**src/rtl/wab_pkg.sv**
```systemverilog
package wab_pkg;

    typedef enum logic {
        ST_IDLE  = 1'b0,
        ST_DRIVE = 1'b1
    } wab_state_e;

    localparam int NUM_LOCS = 3;
    localparam int SEL_LO   = 0;
    localparam int SEL_HI   = 1;
    localparam int SEL_DAT  = 2;

endpackage

```
**src/rtl/wab_decoder.sv**
```systemverilog
module wab_decoder #(
    parameter int             HADDR_W = 16,
    parameter logic [15:0]    LOC_LO  = 16'h0300,
    parameter logic [15:0]    LOC_HI  = 16'h0301,
    parameter logic [15:0]    LOC_DAT = 16'h0302
) (
    input  logic [HADDR_W-1:0]          host_addr,
    input  logic                        host_wr,
    output logic [wab_pkg::NUM_LOCS-1:0] sel
);
    localparam logic [wab_pkg::NUM_LOCS-1:0][HADDR_W-1:0] LOCS =
        {HADDR_W'(LOC_DAT), HADDR_W'(LOC_HI), HADDR_W'(LOC_LO)};

    for (genvar i = 0; i < wab_pkg::NUM_LOCS; i++) begin : g_cmp
        assign sel[i] = host_wr && (host_addr == LOCS[i]);
    end

endmodule

```
**src/rtl/wab_addr_store.sv**
```systemverilog
module wab_addr_store #(
    parameter int DATA_W = 8
) (
    input  logic                clk,
    input  logic                rst,
    input  logic [1:0]          half_we,
    input  logic [DATA_W-1:0]   wdata,
    output logic [2*DATA_W-1:0] wide_addr
);
    logic [1:0][DATA_W-1:0] half_q;

    for (genvar h = 0; h < 2; h++) begin : g_half
        always_ff @(posedge clk) begin
            if (rst) begin
                half_q[h] <= '0;
            end else if (half_we[h]) begin
                half_q[h] <= wdata;
            end
        end
    end

    assign wide_addr = {half_q[1], half_q[0]};

endmodule

```
**src/rtl/wab_ctrl.sv**
```systemverilog
module wab_ctrl #(
    parameter int DATA_W = 8
) (
    input  logic                clk,
    input  logic                rst,
    input  logic                dat_sel,
    input  logic [DATA_W-1:0]   wdata,
    input  logic [2*DATA_W-1:0] wide_addr,
    output logic [2*DATA_W-1:0] nb_addr,
    output logic                nb_addr_oe,
    output logic [DATA_W-1:0]   nb_data,
    output logic                nb_data_oe,
    output logic                nb_wr
);
    import wab_pkg::*;

    wab_state_e           state_q, state_d;
    logic [2*DATA_W-1:0]  addr_q;
    logic [DATA_W-1:0]    data_q;

    // Next-state selection
    always_comb begin
        state_d = state_q;
        unique case (state_q)
            ST_IDLE:  state_d = dat_sel ? ST_DRIVE : ST_IDLE;   // GO
            ST_DRIVE: state_d = dat_sel ? ST_DRIVE : ST_IDLE;   // CHAIN / DONE
            default:  state_d = ST_IDLE;
        endcase
    end

    // State register plus the snapshot of the transfer being launched
    always_ff @(posedge clk) begin
        if (rst) begin
            state_q <= ST_IDLE;
            addr_q  <= '0;
            data_q  <= '0;
        end else begin
            state_q <= state_d;
            if (dat_sel) begin
                addr_q <= wide_addr;
                data_q <= wdata;
            end
        end
    end

    // Output decode
    always_comb begin
        nb_addr    = '0;
        nb_data    = '0;
        nb_addr_oe = 1'b0;
        nb_data_oe = 1'b0;
        nb_wr      = 1'b0;
        unique case (state_q)
            ST_IDLE: ;
            ST_DRIVE: begin
                nb_addr    = addr_q;
                nb_data    = data_q;
                nb_addr_oe = 1'b1;
                nb_data_oe = 1'b1;
                nb_wr      = 1'b1;
            end
            default: ;
        endcase
    end

endmodule

```
**src/rtl/wab_bridge.sv**
```systemverilog
module wab_bridge #(
    parameter int          DATA_W  = 8,
    parameter int          HADDR_W = 16,
    parameter logic [15:0] LOC_LO  = 16'h0300,
    parameter logic [15:0] LOC_HI  = 16'h0301,
    parameter logic [15:0] LOC_DAT = 16'h0302
) (
    input  logic                clk,
    input  logic                rst,
    input  logic [HADDR_W-1:0]  host_addr,
    input  logic [DATA_W-1:0]   host_wdata,
    input  logic                host_wr,
    output logic [2*DATA_W-1:0] nb_addr,
    output logic                nb_addr_oe,
    output logic [DATA_W-1:0]   nb_data,
    output logic                nb_data_oe,
    output logic                nb_wr
);
    import wab_pkg::*;

    localparam int NB_AW = 2 * DATA_W;

    logic [NUM_LOCS-1:0] sel;
    logic [NB_AW-1:0]    wide_addr;

    wab_decoder #(
        .HADDR_W (HADDR_W),
        .LOC_LO  (LOC_LO),
        .LOC_HI  (LOC_HI),
        .LOC_DAT (LOC_DAT)
    ) u_dec (
        .host_addr (host_addr),
        .host_wr   (host_wr),
        .sel       (sel)
    );

    wab_addr_store #(
        .DATA_W (DATA_W)
    ) u_store (
        .clk       (clk),
        .rst       (rst),
        .half_we   ({sel[SEL_HI], sel[SEL_LO]}),
        .wdata     (host_wdata),
        .wide_addr (wide_addr)
    );

    wab_ctrl #(
        .DATA_W (DATA_W)
    ) u_ctrl (
        .clk        (clk),
        .rst        (rst),
        .dat_sel    (sel[SEL_DAT]),
        .wdata      (host_wdata),
        .wide_addr  (wide_addr),
        .nb_addr    (nb_addr),
        .nb_addr_oe (nb_addr_oe),
        .nb_data    (nb_data),
        .nb_data_oe (nb_data_oe),
        .nb_wr      (nb_wr)
    );

endmodule

```
**config.mk**
```make
export PLATFORM = sky130hd
export DESIGN_NAME = wab_bridge
export DESIGN_NICKNAME = d
export VERILOG_FILES = /design/src/rtl/wab_pkg.sv /design/src/rtl/wab_decoder.sv /design/src/rtl/wab_addr_store.sv /design/src/rtl/wab_ctrl.sv /design/src/rtl/wab_bridge.sv
export SDC_FILE = /design/constraint.sdc
export NUM_CORES = 1
export LEC_CHECK = 0
export ABC_AREA = 1
export CORE_UTILIZATION = 45
export DETAILED_ROUTE_END_ITERATION = 16
export DONT_BUFFER_PORTS = 1
export GPL_TIMING_DRIVEN = 0
export HOLD_SLACK_MARGIN = 0.03
export MAX_ROUTING_LAYER = met4
export PLACE_DENSITY = 0.56
export SYNTH_ARGS = -nofsm -noshare
export SYNTH_HDL_FRONTEND = slang
export SYNTH_SLANG_ARGS = --single-unit
```
**constraint.sdc**
```tcl
create_clock -name clk -period 1.6 [get_ports clk]
set_clock_uncertainty 0.2 [all_clocks]
set_input_delay 0.32 -clock clk [delete_from_list [all_inputs] [get_ports clk]]
set_output_delay 0.32 -clock clk [all_outputs]
set_load 0.05 [all_outputs]
```
==> reports/metrics.yaml, run 1 <==
run_status:
  status: "complete, but fails checks"
  failed_checks: "negative setup slack"
sta:
  worstMarginPinSlew_ps: 440.6
  drv_slew: 0
  setup_viol: 26
  rsz0062_at_grt: "true"
  min_period_ps: 1839
  slew_headroom: 0.7063
  whs_ps: 92.42
  final_hold_viol_count: 0
  fin_ws_ps: -239.0
  period_share: 1.149
  max_freq_mhz: 543.8
cts:
  clk_pin_slew_ps: 80
  clk_latency_ps: 300
  cts_buffer_depth: 2
  cts_buffers: 5
  cts_tree: "yes"
  clock-root-buffer: "clkbuf_8"
  cts.sinks: 41
  h-tree-depth: 2
place:
  dp.cells: 452
  hpwl_um: 3529
  place.gp.congestion: 0.8508
  post_dp_cell_area_mm2: 0.002425
  port_buffers: 0
finish:
  syn_to_final_growth_pct: 29.34
  num-nets-final: 432
  drive_gt1_frac: 0.1946
  antenna_cells: 0
  fillerInstances: 500
  finish.instance_area_mm2: 0.002929
  fin_cells: 473
grt:
  grt_max_degree: 14
  antenna_found_initial: 0
  grt_pass1_wl_um: 8431
  grt-ovfl-total: 0
  grtUsageTotal: 0.2188
  grt_pass1_vias: 1846
logic_synthesis:
  avgSynthCellArea_um2: 5.882
  synth_nets: 412
  synth_top_family_by_area: "simple AND/OR/NAND/NOR gates"
  synth_area_mm2: 0.002265
  synth_compound_area_frac: 0
  ys_seq_area_frac: 0.3624
  synth-xor-area-share: 0
  ys_seq_elements: 41
  ys.warnings.count: 0
  synth_cells: 385
  synthSimpleGateAreaFrac: 0.4050
  synth.distinct_cells: 14
  synthAdderAreaFrac: 0
  synthMuxAreaShare: 0
drt:
  vias: 2044
  dr.first_iter.drc_count: 50
  via_per_inst: 4.321
  final_antenna_net_count: 0
  finalWirelength_um: 5191
  drcViolationCount: 0
  wl_per_cell_um: 10.97
  firstDrtPassIters: 4
power:
  leakagePower_nw: 1.625
  ir_drop_uv: 307.8
  powerDensity_mw_per_mm2: 720.9
worst_hold_path:
  hp-class: "input port to flop"
  worst_hold_path.num_cells: 4
setup_path:
  arrival_ps: 1320
  regToRegSetupSlack_ps: 680
  crit_path_start_kind: "flop"
  rr_endpoint: "u_ctrl.addr_q[0]"
  endpoint: "nb_addr[0]"
  cp-end-kind: "output port"
  startpoint: "u_ctrl.state_q"
  r2r_start: "u_store.wide_addr[0]"
  crit_fanout: 7
  required_ps: 1080
  crit_type: "flop to output port"
  rr_worst_depth: 4
floorplanning:
  rows: 25
  start_util: 0.4732
  boundaryPins: 54
  core_area_mm2: 0.004786
  die_h_um: 72.94
  die-area_mm2: 0.005320
  die_w_um: 72.94
run:
  cap_violations: 0
stage by stage:
step	total power [mW]	setup TNS [ps]	worst slack (ps)	util
after detailed placement	1.129	-6585	-340.0	0.5067
after global placement	1.128	-6092	-328.3	0.5067
after global routing	2.176	-6236	-287.4	0.6120
final	2.111	-4983	-239.0	0.6120
after CTS	2.141	-5704	-234.9	0.5809
after floorplan	1.108	-1779	-88.95	-
final cells by class:
type	count	area (um2)	share of cell area
clock buffers	5	68.82	0.02349
repair buffers	13	142.6	0.04870
inverters	113	514.2	0.1756
plain buffers	19	142.6	0.04870
multi-input cells	212	1087	0.3712
well taps	67	83.83	0.02862
flip-flops and latches	41	824.5	0.2815
clock inverters	3	65.06	0.02221
where the power goes:
part / leakage, nW / switching [mW] / internal (mW)
clock network: 0.0681 / 0.371 / 0.620
registers: 0.331 / 0.0000119 / 1.02
logic: 1.23 / 0.0662 / 0.0366
state kept, by name (all words and copies together), names as in the netlist:
register / count
u_store.wide_addr: 16
u_ctrl.state_q: 1
u_ctrl.addr_q: 16
u_ctrl.data_q: 8
layout by cell type, fill, tap and decap left out:
master and instances:
nand2_1 90, inv_1 88, nor2_1 61, dfxtp_1 40, nand4_1 32, clkinvlp_4 24
nand2_4 22, dlygate4sd3_1 9, buf_2 7, buf_6 6, clkbuf_8 5, buf_8 3
clkbuf_1 3, buf_1 3, nand2_2 2, nor2_4 2, nand3_2 2, bufinv_16 2
clkbuf_16 1, nand3_4 1, clkinv_1 1, clkinv_2 1, dfxtp_4 1
critical path, stage by stage, from the launching register on:
cell        delay, ps
dfxtp_4           540
clkbuf_16         240
nand2_4            50
clkinvlp_4        190
how the worst min path moves through the flow:
| stage | start | endpoint | slack (ps) |
|---|---|---|---|
| after floorplan | rst | u_ctrl.state_q | 180 |
| after global placement | rst | u_ctrl.state_q | 190 |
| after detailed placement | rst | u_ctrl.state_q | 190 |
| after CTS | host_wdata[1] | u_store.wide_addr[1] | 90 |
| after global routing | host_wdata[7] | u_store.wide_addr[7] | 110 |
| final | host_wdata[1] | u_ctrl.data_q[1] | 90 |
cell usage after synthesis (all sizes together):
library cell    n  area (um2)
clkinv          1       3.750
nand3           3       37.54
clkbuf          5       18.77
inv           112       420.4
buf            14       83.82
nand2         114       427.9
nand4          32       200.2
nor2           63       251.5
dfxtp          41       820.8
cell families (layout without fill, tap and decap cells):
kind of cell,count (synthesis),count (layout)
flip-flops,41,41
AND/OR/NAND/NOR,212,212
buffers and inverters,132,153
layer usage:
layer  vias up  share of wire  track usage
li1       1136              -            -
met1       840           0.49       0.2688
met2        57           0.44       0.3437
met3        11          0.045      0.05110
met4         0          0.022      0.09368
met5         -              0            -
repair_timing:
action | in CTS | in global routing
setup endpoints to repair | 26 | 26
hold buffers | 9 | 0
gates cloned | 2 | 0
pin swaps | 0 | 21
hold endpoints to repair | 9 | 0
buffers inserted | 2 | 0
resized for setup | 31 | 39
No activity file was read; power rests on OpenSTA's default activity.
==> inputs of run 2 (changes only) <==
- CORE_MARGIN: default -> 3
==> reports/metrics.yaml, run 2 (synthesis results as in run 1) <==
setup_path:
  crit_path_top_delay_cell: "dfxtp_4"  # unchanged
  arrival_ps: 1300  # was 1320 ps
  crit_type: "flop to output port"  # unchanged
  cp_cell_sequence: "clkbuf_8 > nand2_2 > clkinvlp_4"  # was clkbuf_16 > nand2_4 > clkinvlp_4
  crit_path_start_kind: "flop"  # unchanged
  worst_path_largest_cell_delay_ps: 510  # was 540 ps
  crit_family: "flip-flops"  # unchanged
  r2r_start: "u_store.wide_addr[5]"  # was u_store.wide_addr[0]
  cp-end-kind: "output port"  # unchanged
  startpoint: "u_ctrl.state_q"  # unchanged
  crit_fanout: 7  # unchanged
  required_ps: 1080  # about the same
  crit_buf_inv: 2  # unchanged
place:
  pre_cts_ws_ps: -347.1  # was -340.0 ps
  port_buffers: 0  # unchanged
  place.gp.congestion: 0.8034  # was 0.8508
  dp.cells: 452  # unchanged
  hpwl_um: 3635  # was 3529 um
sta:
  final_hold_viol_count: 0  # unchanged
  worstMarginPinSlew_ps: 423.4  # was 440.6 ps
  setup_tns_ps: -5069  # was -4983 ps
  rsz0062_at_grt: "true"  # unchanged
  period_share: 1.136  # was 1.149
  max_freq_mhz: 550.4  # was 543.8 MHz
  slew_headroom: 0.7177  # was 0.7063
  drv_slew: 0  # unchanged
  setup_viol: 26  # unchanged
  min_period_ps: 1817  # was 1839 ps
  fin_ws_ps: -216.8  # was -239.0 ps
  whs_ps: 87.72  # was 92.42 ps
grt:
  grtUsageTotal: 0.1890  # was 0.2188
  antenna_found_initial: 0  # unchanged
  grt_pass1_vias: 1842  # was 1846
  grt_pass1_wl_um: 8611  # was 8431 um
  grt-ovfl-total: 0  # unchanged
  grt_max_degree: 14  # unchanged
cts:
  cts_buffer_depth: 2  # unchanged
  h-tree-depth: 2  # unchanged
  clk_pin_slew_ps: 90  # was 80 ps
  clk_latency_ps: 300  # about the same
  cts_buffers: 5  # unchanged
  clock-root-buffer: "clkbuf_8"  # unchanged
  cts_tree: "yes"  # unchanged
  cts.sinks: 41  # unchanged
worst_hold_path:
  min_from: "host_wdata[7]"  # was host_wdata[1]
  hp-class: "input port to flop"  # unchanged
drt:
  finalWirelength_um: 5186  # was 5191 um
  via_per_inst: 4.311  # was 4.321
  dr.first_iter.drc_count: 57  # was 50
  drcViolationCount: 0  # unchanged
  final_antenna_net_count: 0  # unchanged
  wl_per_cell_um: 10.96  # was 10.97 um
  vias: 2039  # was 2044
  firstDrtPassIters: 4  # unchanged
finish:
  num-nets-final: 432  # unchanged
  mostFrequentLayoutCells: "94 x nand2_1, 88 x inv_1, 61 x nor2_1, 40 x dfxtp_1, 32 x nand4_1"  # was 90 x nand2_1, 88 x inv_1, 61 x nor2_1, 40 x dfxtp_1, 32 x nand4_1
  fillerInstances: 519  # was 500
  antenna_cells: 0  # unchanged
  final_common_cell: "nand2_1"  # unchanged
  seq_area_um2: 824.5  # unchanged
  syn_to_final_growth_pct: 24.25  # was 29.34%
  drive_gt1_frac: 0.1847  # was 0.1946
  fin_cells: 473  # unchanged
  multi_input_area_um2: 997.2  # was 0.001087 mm2
run:
  cap_violations: 0  # unchanged
floorplanning:
  boundaryPins: 54  # unchanged
  start_util: 0.4732  # unchanged
  die_w_um: 76.94  # was 72.94 um
  core_area_mm2: 0.004786  # unchanged
  die_h_um: 76.94  # was 72.94 um
  die-area_mm2: 0.005920  # was 0.005320 mm2
  rows: 25  # unchanged
run_status:
  failed_checks: "negative setup slack"  # unchanged
  status: "complete, but fails checks"  # unchanged
power:
  ir_drop_uv: 656.1  # was 307.8 uV
  powerDensity_mw_per_mm2: 712.6  # was 720.9 mW/mm2
  leakagePower_nw: 1.356  # was 1.625 nW
-- run 2: cell count changes in the layout (fill, tap and decap cells not counted) --
cell        change
buf_4           +2
buf_6           -2
buf_8           -3
bufinv_16       -1
clkbuf_8        +4
clkinv_2        -1
clkinvlp_4      +1
nand2_1         +4
nand2_2        +12
nand2_4        -16
-- run 2: final timing paths --
path | endpoint | slack [ps] | cells past startpoint
worst max-delay path | nb_addr[0] | -220 | 3
worst min-delay path | u_store.wide_addr[7] | 90 | 4
worst max register to register | u_ctrl.addr_q[5] | 690 | 4
worst min register to register | u_ctrl.addr_q[5] | 310 | 4
-- run 2: timing repair --
action / in CTS / in global routing
hold buffers: 9 / 0
buffers inserted: 2 / 0
resized for setup: 43 / 2
hold endpoints to repair: 9 / 0
gates cloned: 2 / 0
pin swaps: 0 / 3
endpoints found under the setup margin: 26 / 26
-- run 2: worst register-to-register path: stages, from the launching register on --
cell	delay [ps]
dfxtp_1	300
inv_1	60
nand4_1	120
nand2_1	100
nor2_1	40
-- run 2: where the power goes --
part           leakage, nW  internal [mW]  switching [mW]  total, mW
Clock               0.0574          0.508           0.378      0.885
Sequential           0.331           1.02      0.00000940       1.02
Combinational        0.968         0.0366          0.0657      0.102
Total                 1.36           1.56           0.444       2.01
-- run 2: routing by layer --
layer  share of wire  vias up  wire (um)  GRT usage
met4           0.013        0         67    0.05435
met1            0.48      852       2510     0.2371
met5               0        -          0          -
met2            0.46       46       2379     0.3057
li1                -     1136          -          -
met3           0.044        5        228    0.04108
-- run 2: layout make-up --
type / count / share of cell area
plain buffers: 19 / 0.05024
clock inverters: 2 / 0.01334
repair buffers: 13 / 0.04713
well taps: 67 / 0.02979
flip-flops and latches: 41 / 0.2930
clock buffers: 6 / 0.02935
inverters: 113 / 0.1827
multi-input cells: 212 / 0.3544
-- run 2: through the flow --
step / area [um2] / utilization / power [mW]
4_1_cts: 2804 / 0.5859 / 2.022
6_report: 2814 / 0.5880 / 2.005
5_1_grt: 2814 / 0.5880 / 2.076
2_1_floorplan: 2341 / - / 1.108
3_3_place_gp: 2425 / 0.5067 / 1.129
3_5_place_dp: 2425 / 0.5067 / 1.129
==> inputs of run 3 (changes only) <==
- REMOVE_ABC_BUFFERS: default -> 1
==> reports/metrics.yaml, run 3 (synthesis results as in run 1) <==
setup_path:
  crit_path_start_kind: "flop"  # unchanged
  regToRegSetupSlack_ps: 680  # was 690 ps
  cp-end-kind: "output port"  # unchanged
  crit_buf_inv: 2  # unchanged
  worst_path_largest_cell_delay_ps: 380  # was 510 ps
  crit_fanout: 5  # was 7
  endpoint: "nb_data[3]"  # was nb_addr[0]
  crit_family: "buffers and inverters"  # was flip-flops
  cp_cell_sequence: "bufbuf_16 > nand2_2 > clkinvlp_4"  # was clkbuf_8 > nand2_2 > clkinvlp_4
  required_ps: 1080  # about the same
  crit_type: "flop to output port"  # unchanged
  startpoint: "u_ctrl.state_q"  # unchanged
  crit_path_top_delay_cell: "dfxtp_4"  # unchanged
  rr_endpoint: "u_ctrl.addr_q[4]"  # was u_ctrl.addr_q[5]
  r2r_start: "u_store.wide_addr[4]"  # was u_store.wide_addr[5]
  arrival_ps: 1260  # was 1300 ps
  rr_worst_depth: 4  # unchanged
  critical_path_depth: 3  # unchanged
sta:
  drv_slew: 0  # unchanged
  min_period_ps: 1777  # was 1817 ps
  slew_headroom: 0.1998  # was 0.7177
  final_hold_viol_count: 0  # unchanged
  setup_tns_ps: -2649  # was -5069 ps
  worstMarginPinSlew_ps: 1199  # was 423.4 ps
  max_freq_mhz: 562.8  # was 550.4 MHz
  rsz0062_at_grt: "true"  # unchanged
  fin_ws_ps: -176.7  # was -216.8 ps
  period_share: 1.110  # was 1.136
  setup_viol: 24  # was 26
  whs_ps: 86.88  # was 87.72 ps
grt:
  grtUsageTotal: 0.1941  # was 0.1890
  grt_max_degree: 41  # was 14
  grt_busiest_layer: "met2"  # unchanged
  use_met2: 0.3066  # was 0.3057
  antenna_found_initial: 0  # unchanged
  grt_pass1_wl_um: 9052  # was 8611 um
  use_met1: 0.2509  # was 0.2371
  grt-ovfl-total: 0  # unchanged
  grtUsageMet3: 0.03756  # was 0.04108
  grt_pass1_vias: 2006  # was 1842
drt:
  wl_per_cell_um: 11.63  # was 10.96 um
  firstDrtPassIters: 4  # unchanged
  drcViolationCount: 0  # unchanged
  final_antenna_net_count: 0  # unchanged
  via_per_inst: 4.543  # was 4.311
  dr.first_iter.drc_count: 140  # was 57
  vias: 2090  # was 2039
  finalWirelength_um: 5348  # was 5186 um
cts:
  cts_buffers: 5  # unchanged
  cts_buffer_depth: 2  # unchanged
  cts_tree: "yes"  # unchanged
  clock-root-buffer: "clkbuf_8"  # unchanged
  h-tree-depth: 2  # unchanged
  cts.sinks: 41  # unchanged
  clk_latency_ps: 290  # was 300 ps
  clk_pin_slew_ps: 70  # was 90 ps
place:
  pre_cts_ws_ps: -598.0  # was -347.1 ps
  dp.cells: 435  # was 452
  port_buffers: 0  # unchanged
  place.gp.congestion: 0.7100  # was 0.8034
  post_dp_cell_area_mm2: 0.002285  # was 0.002425 mm2
  hpwl_um: 3015  # was 3635 um
worst_hold_path:
  worst_hold_path.num_cells: 4  # unchanged
  hp-class: "input port to flop"  # unchanged
finish:
  fin_cells: 460  # was 473
  num-nets-final: 419  # was 432
  mostFrequentLayoutCells: "90 x nand2_1, 87 x inv_1, 60 x nor2_1, 40 x dfxtp_1, 32 x nand4_1"  # was 94 x nand2_1, 88 x inv_1, 61 x nor2_1, 40 x dfxtp_1, 32 x nand4_1
  finish.utilization: 0.5786  # was 0.5880
  finish.instance_area_mm2: 0.002769  # was 0.002814 mm2
  antenna_cells: 0  # unchanged
  final_common_cell: "nand2_1"  # unchanged
  drive_gt1_frac: 0.1807  # was 0.1847
  fillerInstances: 503  # was 519
  syn_to_final_growth_pct: 22.27  # was 24.25%
run:
  cap_violations: 0  # unchanged
power:
  ir_drop_uv: 372.4  # was 656.1 uV
  powerDensity_mw_per_mm2: 640.9  # was 712.6 mW/mm2
  p_int_mw: 1.364  # was 1.562 mW
  seqPwrFrac: 0.573  # was 0.507
  clock_power_share: 0.369  # was 0.442
  pwr-share-comb: 0.058  # was 0.051
  power.share.switching: 0.2315  # was 0.2212
  power.total_mw: 1.775  # was 2.005 mW
  netSwitchingPower_mw: 0.4109  # was 0.4436 mW
  leakagePower_nw: 1.328  # was 1.356 nW
floorplanning:
  rows: 25  # unchanged
  die-area_mm2: 0.005920  # unchanged
  core_area_mm2: 0.004786  # unchanged
  start_util: 0.4732  # unchanged
  die_w_um: 76.94  # unchanged
  boundaryPins: 54  # unchanged
  die_h_um: 76.94  # unchanged
run_status:
  failed_checks: "negative setup slack"  # unchanged
  status: "complete, but fails checks"  # unchanged
run 3: layer usage:
layer,wire [um],part of all wire
met5,0,0
met4,93,0.017
met3,216,0.040
met2,2403,0.45
met1,2634,0.49
run 3: final cells by class:
cell class | count | area, um2 | area share
Clock buffer | 8 | 80.08 | 0.02892
Inverter | 113 | 518.0 | 0.1871
Multi-Input combinational cell | 213 | 1036 | 0.3742
Sequential cell | 41 | 824.5 | 0.2978
Tap cell | 67 | 83.83 | 0.03028
Timing Repair Buffer | 18 | 226.5 | 0.08179
run 3: worst min path at each step:
stage | slack [ps] | end | start
floorplan | 190 | u_ctrl.state_q | rst
CTS | 70 | u_ctrl.data_q[1] | host_wdata[1]
global placement | 190 | u_ctrl.state_q | rst
global route | 110 | u_store.wide_addr[4] | host_wdata[4]
detailed placement | 190 | u_ctrl.state_q | rst
finish | 90 | u_ctrl.data_q[1] | host_wdata[1]
run 3: power by group through the flow:
stage	Sequential [mW]	Combinational, mW	Clock (mW)
finish	1.02	0.103	0.654
global route	1.02	0.117	0.741
CTS	1.02	0.101	0.681
detailed placement	1.04	0.0795	0
global placement	1.04	0.0788	0
floorplan	1.04	0.0599	0
run 3: what timing repair did:
action	CTS	global route
endpoints found under the setup margin	60	51
hold endpoints to repair	9	0
buffers inserted	4	1
gates resized for setup	56	6
gates cloned	3	0
pin swaps	2	1
hold buffers	9	0
run 3: worst register-to-register path: stages (launching register included):
cell and delay [ps]:
dfxtp_1 300, inv_1 60, nand4_1 110, nand2_1 100
nor2_1 50
